$ cat config.mk
export PLATFORM = sky130hd
export DESIGN_NAME = sr_sleep_supervisor
export DESIGN_NICKNAME = d
export VERILOG_FILES = /design/src/rtl/sr_sleep_pkg.sv /design/src/rtl/sr_sleep_chan.sv /design/src/rtl/sr_sleep_datapath.sv /design/src/rtl/sr_sleep_ctrl.sv /design/src/rtl/sr_sleep_supervisor.sv
export SDC_FILE = /design/constraint.sdc
export NUM_CORES = 1
export LEC_CHECK = 0
export ABC_AREA = 1
export BUFFER_PORTS_ARGS = -buffer_cell sky130_fd_sc_hd__buf_4
export CAP_MARGIN = 0
export CORE_UTILIZATION = 40
export CTS_CLUSTER_SIZE = 25
export DETAILED_ROUTE_END_ITERATION = 10
export PLACE_DENSITY = 0.52
export SYNTH_ARGS = -nofsm -noshare
export SYNTH_HDL_FRONTEND = slang
export SYNTH_SLANG_ARGS = --single-unit
$ cat constraint.sdc
create_clock -name clk -period 3.8 [get_ports clk]
set_input_delay 0.19 -clock clk [delete_from_list [all_inputs] [get_ports clk]]
set_output_delay 0.19 -clock clk [all_outputs]
set_load 0.005 [all_outputs]
$ cat src/rtl/sr_sleep_pkg.sv
package sr_sleep_pkg;
  typedef struct packed {
    logic asleep;
    logic clearRuns;
  } ctrlStrobe_t;

  typedef struct packed {
    logic entryAny;
    logic exitAll;
  } chanStat_t;
endpackage

$ cat src/rtl/sr_sleep_chan.sv
module sr_sleep_chan
  import sr_sleep_pkg::*;
#(
  parameter int CNT_W     = 12,
  parameter int ENTRY_N   = 16,
  parameter int EXIT_N    = 8,
  parameter int LOW_NUM   = 4,
  parameter int HIGH_NUM  = 6,
  parameter int RATIO_DEN = 10
) (
  input  logic        clk,
  input  logic        rstN,
  input  logic        startPulse,
  input  logic        endPulse,
  input  logic        drainLow,
  input  logic        gateOn,
  input  ctrlStrobe_t strobe,
  output logic        entryMet,
  output logic        exitMet
);
  localparam int ER_W   = $clog2(ENTRY_N + 1);
  localparam int XR_W   = $clog2(EXIT_N + 1);
  localparam int PROD_W = CNT_W + 8;
  localparam logic [CNT_W-1:0] CNT_MAX = '1;

  logic             running, seen, done, gatePrev;
  logic [CNT_W-1:0] cycCnt, condCnt;
  logic [ER_W-1:0]  entryRun;
  logic [XR_W-1:0]  exitRun;
  logic             gateFall, condNow, lowQual, highQual, evalNow;
  logic [PROD_W-1:0] condScaled, lowLim, highLim;

  always_comb begin
    gateFall   = gatePrev & ~gateOn;
    condNow    = strobe.asleep ? drainLow
                               : (~done & ~gateFall & (drainLow | seen | gateOn));
    condScaled = PROD_W'(condCnt) * PROD_W'(RATIO_DEN);
    lowLim     = PROD_W'(cycCnt) * PROD_W'(LOW_NUM);
    highLim    = PROD_W'(cycCnt) * PROD_W'(HIGH_NUM);
    lowQual    = (cycCnt != '0) && (condScaled < lowLim);
    highQual   = (cycCnt != '0) && (condScaled > highLim);
    evalNow    = endPulse & running & ~startPulse;
  end

  always_ff @(posedge clk) begin
    if (!rstN) begin
      running  <= 1'b0;
      seen     <= 1'b0;
      done     <= 1'b0;
      gatePrev <= 1'b0;
      cycCnt   <= '0;
      condCnt  <= '0;
      entryRun <= '0;
      exitRun  <= '0;
    end else begin
      gatePrev <= gateOn;
      if (startPulse) begin
        running <= 1'b1;
        cycCnt  <= '0;
        condCnt <= '0;
        seen    <= 1'b0;
        done    <= 1'b0;
      end else if (endPulse) begin
        running <= 1'b0;
      end else if (running) begin
        if (cycCnt != CNT_MAX) cycCnt <= cycCnt + 1'b1;
        if (condNow && condCnt != CNT_MAX) condCnt <= condCnt + 1'b1;
        if (drainLow) seen <= 1'b1;
        if (gateFall) done <= 1'b1;
      end

      if (strobe.clearRuns) begin
        entryRun <= '0;
        exitRun  <= '0;
      end else if (evalNow) begin
        if (!lowQual) entryRun <= '0;
        else if (entryRun != ER_W'(ENTRY_N)) entryRun <= entryRun + 1'b1;
        if (!highQual) exitRun <= '0;
        else if (exitRun != XR_W'(EXIT_N)) exitRun <= exitRun + 1'b1;
      end
    end
  end

  assign entryMet = (entryRun >= ER_W'(ENTRY_N));
  assign exitMet  = (exitRun >= XR_W'(EXIT_N));
endmodule

$ cat src/rtl/sr_sleep_datapath.sv
module sr_sleep_datapath
  import sr_sleep_pkg::*;
#(
  parameter int NUM_CH    = 2,
  parameter int CNT_W     = 12,
  parameter int ENTRY_N   = 16,
  parameter int EXIT_N    = 8,
  parameter int LOW_NUM   = 4,
  parameter int HIGH_NUM  = 6,
  parameter int RATIO_DEN = 10
) (
  input  logic              clk,
  input  logic              rstN,
  input  logic [NUM_CH-1:0] cycStart,
  input  logic [NUM_CH-1:0] cycEnd,
  input  logic [NUM_CH-1:0] drainLow,
  input  logic [NUM_CH-1:0] gateOn,
  input  ctrlStrobe_t       strobe,
  output chanStat_t         stat
);
  logic [NUM_CH-1:0] entryVec, exitVec;

  for (genvar ch = 0; ch < NUM_CH; ch++) begin : g_chan
    sr_sleep_chan #(
      .CNT_W(CNT_W), .ENTRY_N(ENTRY_N), .EXIT_N(EXIT_N),
      .LOW_NUM(LOW_NUM), .HIGH_NUM(HIGH_NUM), .RATIO_DEN(RATIO_DEN)
    ) u_chan (
      .clk(clk), .rstN(rstN),
      .startPulse(cycStart[ch]), .endPulse(cycEnd[ch]),
      .drainLow(drainLow[ch]), .gateOn(gateOn[ch]),
      .strobe(strobe),
      .entryMet(entryVec[ch]), .exitMet(exitVec[ch])
    );
  end

  assign stat.entryAny = |entryVec;
  assign stat.exitAll  = &exitVec;
endmodule

$ cat src/rtl/sr_sleep_ctrl.sv
module sr_sleep_ctrl
  import sr_sleep_pkg::*;
#(
  parameter int NUM_CH      = 2,
  parameter int BLANK_SLEEP = 128,
  parameter int BLANK_WAKE  = 256
) (
  input  logic              clk,
  input  logic              rstN,
  input  logic [NUM_CH-1:0] cycEnd,
  input  logic              revIn,
  input  chanStat_t         stat,
  output ctrlStrobe_t       strobe,
  output logic              sleepOut
);
  localparam int BLK_MAX = (BLANK_SLEEP > BLANK_WAKE) ? BLANK_SLEEP : BLANK_WAKE;
  localparam int BLK_W   = $clog2(BLK_MAX + 1);
  localparam logic [1:0] REV_N = 2'd2;

  logic             asleep;
  logic [BLK_W-1:0] blankCnt;
  logic [1:0]       revCnt;
  logic             blankZero, anyEnd, goSleep, goWake;

  always_comb begin
    blankZero = (blankCnt == '0);
    anyEnd    = |cycEnd;
    goSleep   = ~asleep & ((revCnt >= REV_N) | (blankZero & stat.entryAny));
    goWake    = asleep & blankZero & stat.exitAll;
  end

  always_ff @(posedge clk) begin
    if (!rstN) begin
      asleep   <= 1'b0;
      blankCnt <= '0;
      revCnt   <= '0;
    end else if (goSleep) begin
      asleep   <= 1'b1;
      blankCnt <= BLK_W'(BLANK_SLEEP);
      revCnt   <= '0;
    end else if (goWake) begin
      asleep   <= 1'b0;
      blankCnt <= BLK_W'(BLANK_WAKE);
      revCnt   <= '0;
    end else begin
      if (cycEnd[0] && !blankZero) blankCnt <= blankCnt - 1'b1;
      if (asleep) revCnt <= '0;
      else if (anyEnd) begin
        if (!revIn) revCnt <= '0;
        else if (revCnt != REV_N) revCnt <= revCnt + 1'b1;
      end
    end
  end

  assign strobe.asleep    = asleep;
  assign strobe.clearRuns = goSleep | goWake;
  assign sleepOut         = asleep;
endmodule

$ cat src/rtl/sr_sleep_supervisor.sv
module sr_sleep_supervisor
  import sr_sleep_pkg::*;
#(
  parameter int NUM_CH      = 2,
  parameter int CNT_W       = 12,
  parameter int ENTRY_N     = 16,
  parameter int EXIT_N      = 8,
  parameter int BLANK_SLEEP = 128,
  parameter int BLANK_WAKE  = 256,
  parameter int LOW_NUM     = 4,
  parameter int HIGH_NUM    = 6,
  parameter int RATIO_DEN   = 10
) (
  input  logic              clk,
  input  logic              rstN,
  input  logic [NUM_CH-1:0] cycStart,
  input  logic [NUM_CH-1:0] cycEnd,
  input  logic [NUM_CH-1:0] drainLow,
  input  logic [NUM_CH-1:0] gateOn,
  input  logic              revIn,
  output logic              sleepOut
);
  ctrlStrobe_t ctrlStrobe;
  chanStat_t   chanStat;

  sr_sleep_datapath #(
    .NUM_CH(NUM_CH), .CNT_W(CNT_W), .ENTRY_N(ENTRY_N), .EXIT_N(EXIT_N),
    .LOW_NUM(LOW_NUM), .HIGH_NUM(HIGH_NUM), .RATIO_DEN(RATIO_DEN)
  ) u_dp (
    .clk(clk), .rstN(rstN), .cycStart(cycStart), .cycEnd(cycEnd),
    .drainLow(drainLow), .gateOn(gateOn), .strobe(ctrlStrobe), .stat(chanStat)
  );

  sr_sleep_ctrl #(
    .NUM_CH(NUM_CH), .BLANK_SLEEP(BLANK_SLEEP), .BLANK_WAKE(BLANK_WAKE)
  ) u_ctrl (
    .clk(clk), .rstN(rstN), .cycEnd(cycEnd), .revIn(revIn),
    .stat(chanStat), .strobe(ctrlStrobe), .sleepOut(sleepOut)
  );
endmodule

==> out/metrics.csv <==
stage,metric,value,unit
global_route,grt_pass1_wl,30400,um
clocking,clockRootBuffer,clkbuf_16,
timing,slew_at_the_pin_with_the_worst_max_slew_slack,1.11,ns
setup_path,crit_path_start_kind,register,
power,power.density_cell_area,272,nW/um^2
clocking,cts_htree_levels,3,
placed_design,portBuffers,11,
finish,fin_area,8520,um^2
global_route,grt_max_degree,24,
global_route,via_count_of_the_first_global_routing_pass,6352,
setup_path,crit_family,adder cells,
finish,multi_input_comb_area,5490,um^2
route,antenna_violating_nets_post_route,0,
finish,final_core_util,45.1,%
global_route,met1_usage,27.7,%
global_route,met2_usage,28.3,%
setup_path,timing.critical_path.to_type,register,
placed_design,gp_congestion,0.834,
setup_path,cp.buffers_inverters,3,
timing,timing.max_slew.rel_slack,25.4,%
timing,fin_tns_setup,0,ns
logic_synthesis,total_standard_cell_area_after_synthesis,7810,um^2
power,power.net_switching,0.751,mW
clocking,tritoncts,built,
global_route,grt-ovfl-total,0,
setup_path,critPathSlowestCell,dfxtp_1,
hold_path,hold_path_class,input pin to register,
setup_path,required,4.06,ns
setup_path,worst_ep_arrival_time,3.73,ns
route,initialDrtViolationCount,373,
setup_path,reg2reg_setup_slack,0.33,ns
power,clock_network_fraction_of_total_power,40.2,%
global_route,gr-usage-all-layers,18.8,%
logic_synthesis,yosys_most_used_dff,dfxtp_1,
clocking,post-cts-setup-buffers,0,
power,power.share.sequential,42.8,%
finish,areaGrowthSynthToFinish,9.07,%
power,peak_supply_drop,0.243,mV
setup_path,cp_slowest_stage_delay,0.44,ns
placed_design,hpwl,13900,um
setup_path,crit_path_frequent_cell,nand2_1,
power,swShare,32.4,%
route,dr.pass1.iters,4,
setup_path,critical_path_class,register to register,
logic_synthesis,synth_cell_type_count,50,
logic_synthesis,synth_enable_flop_cells,0,
route,routed-via-count,6791,
timing,unrepaired_setup_endpoints_after_global_routing,false,
logic_synthesis,seq_area_frac_synth,22.0,%
logic_synthesis,postSynth.asyncResetShare,0,%
power,power_leakage,4.06,nW
power,total_power,2.32,mW
logic_synthesis,yosys_register_bits,86,
clocking,clkSinkCount,86,
power,p_int,1.57,mW
global_route,grt_most_used_layer,met2,
finish,final_cell_mix,"nand2_1 (198), inv_1 (146), ha_1 (140)",
logic_synthesis,postSynthCellCount,1094,
route,totalWireLength,17600,um
flow_run,maxCapViolCount,0,
timing,layout_worst_path_cycle_share,91.3,%
finish,design.final.nets,1267,
finish,ff_latch_area,1730,um^2
logic_synthesis,post_synth_net_total,1249,
timing,setup_violations,0,
timing,fmaxAchievable,0.288,GHz
placed_design,place_ws,0.304,ns
die,die_h,142,um
outcome,run_status,finished clean,
clocking,ctsLongestPathBuffers,2,
timing,worst_slack,0.330,ns
logic_synthesis,number_of_warning_messages_in_the_yosys_log,0,
die,die_area,20100,um^2
die,die_width,142,um
finish,post_route_cells_drive_above_1_share,5.82,%
finish,fillCellCount,2000,
timing,post-route-min-period,3.47,ns
setup_path,crit_fanout,7,
finish,final_common_cell,nand2_1,
global_route,met3_usage,2.70,%
clocking,cts_buffers,9,
logic_synthesis,mean_syn_cell_area,7.14,um^2
placed_design,place_area,8200,um^2
power,logic_gate_share_of_total_power,17.0,%
route,post_drt_wl_per_cell,12.8,um
setup_path,worstPathCellList,ha_1 -> ha_1 -> nand2_1 -> inv_1 -> nand2_1 -> nand3_1 -> a21oi_1 -> nor2_1 -> nor2_1 -> xor2_1 -> ha_1 -> a21o_1 -> a21oi_1 -> o211ai_1 -> inv_1 -> nand2_1 -> nand3_2 -> nand2_1 -> o21ai_0 -> inv_1,
route,vias_per_cell,4.93,
global_route,antenna_found_initial,0,
die,core_region_area,18900,um^2
finish,antenna_cells,0,
die,placement_rows,50,
timing,final_setup_skew,0.00835,ns
die,floorplan.initialDensity,41.3,%
route,drcViolationCount,0,
clocking,clk_transition_reported_paths,0.07,ns
clocking,clk_latency,0.36,ns
timing,report.final.slew_viol_count,0,
die,io_pins,12,
timing,final_hold_viol_count,0,
==> registers in the layout (all words and copies together), names as in the netlist <==
name	cells
u_dp.g_chan.u_chan.condCnt	24
u_dp.g_chan.u_chan.gatePrev	2
u_dp.g_chan.u_chan.entryRun	10
u_dp.g_chan.u_chan.running	2
u_ctrl.sleepOut	1
u_dp.g_chan.u_chan.done	2
u_dp.g_chan.u_chan.seen	2
u_ctrl.blankCnt	9
u_dp.g_chan.u_chan.cycCnt	24
u_dp.g_chan.u_chan.exitRun	8
u_ctrl.revCnt	2
==> area by class of cell <==
| type | instances | share of cell area [%] |
|---|---|---|
| well taps | 260 | 3.82 |
| multi-input cells | 852 | 64.5 |
| clock buffers | 9 | 2.64 |
| inverters | 147 | 6.48 |
| flip-flops and latches | 86 | 20.3 |
| repair buffers | 16 | 1.41 |
| clock inverters | 7 | 0.896 |
==> timing repair <==
action                                 4_1_cts  5_1_grt
hold buffers                                 0        0
endpoints found under the hold margin        0        0
setup endpoints to repair                    0       10
resized for setup                            0        6
==> path summary, 6_finish.rpt <==
path,startpoint,end,cells past startpoint
max reg2reg,u_dp.g_chan[1].u_chan.condCnt[3],u_dp.g_chan[1].u_chan.exitRun[3],20
max,u_dp.g_chan[1].u_chan.condCnt[3],u_dp.g_chan[1].u_chan.exitRun[3],20
min,gateOn[0],u_dp.g_chan[0].u_chan.gatePrev,3
min reg2reg,u_ctrl.blankCnt[5],u_ctrl.blankCnt[5],1
==> worst min-delay path, delay by kind of cell <==
family,cells,cell delay [ns]
buffers and inverters,2,0.13
AND/OR/NAND/NOR,1,0.04
==> cell usage after synthesis (21+ instances only) <==
cell type  number  share of area [%]
nand3_1        73                4.7
nor2_1        100                4.8
nor3_1         26                1.7
nand4_1        21                1.7
o21ai_0        53                3.4
ha_1          140                 22
a21oi_1       107                6.9
xor2_1         36                4.0
nand2_1       198                9.5
dfxtp_1        86                 22
inv_1         146                7.0
xnor2_1        21                2.4
==> cell families (layout without fill, tap and decap cells) <==
logic type / Yosys count / after routing / synth area share (%)
buffers and inverters: 156 / 179 / 7.82
AND/OR/NAND/NOR: 443 / 443 / 25.2
adder cells (fa/ha/maj): 144 / 144 / 23.5
AO/OA/AOI/OAI: 208 / 208 / 15.1
XOR/XNOR: 57 / 57 / 6.39
flip-flops: 86 / 86 / 22.0
==> power groups by stage <==
stage          Sequential, mW  Clock, mW  Combinational [mW]
2_1_floorplan            1.00          0               0.307
3_3_place_gp             1.01          0               0.396
3_5_place_dp             1.01          0               0.396
4_1_cts                 0.993      0.975               0.398
5_1_grt                  1.00       1.00               0.470
6_report                0.992      0.930               0.394
==> layer usage <==
metal / vias up / part of all wire [%]
li1: 3707 / -
met1: 2998 / 57
met2: 69 / 40
met3: 17 / 2.5
met4: 0 / 1.2
met5: - / 0
==> stage by stage <==
stage          hold slack [ns]  std cells
2_1_floorplan            0.283       1094
3_3_place_gp             0.391       1361
3_5_place_dp             0.399       1361
4_1_cts                 0.0124       1377
5_1_grt                 0.0539       1377
6_report                0.0299       1377
Note: power is estimated with default switching activity, not from simulation.
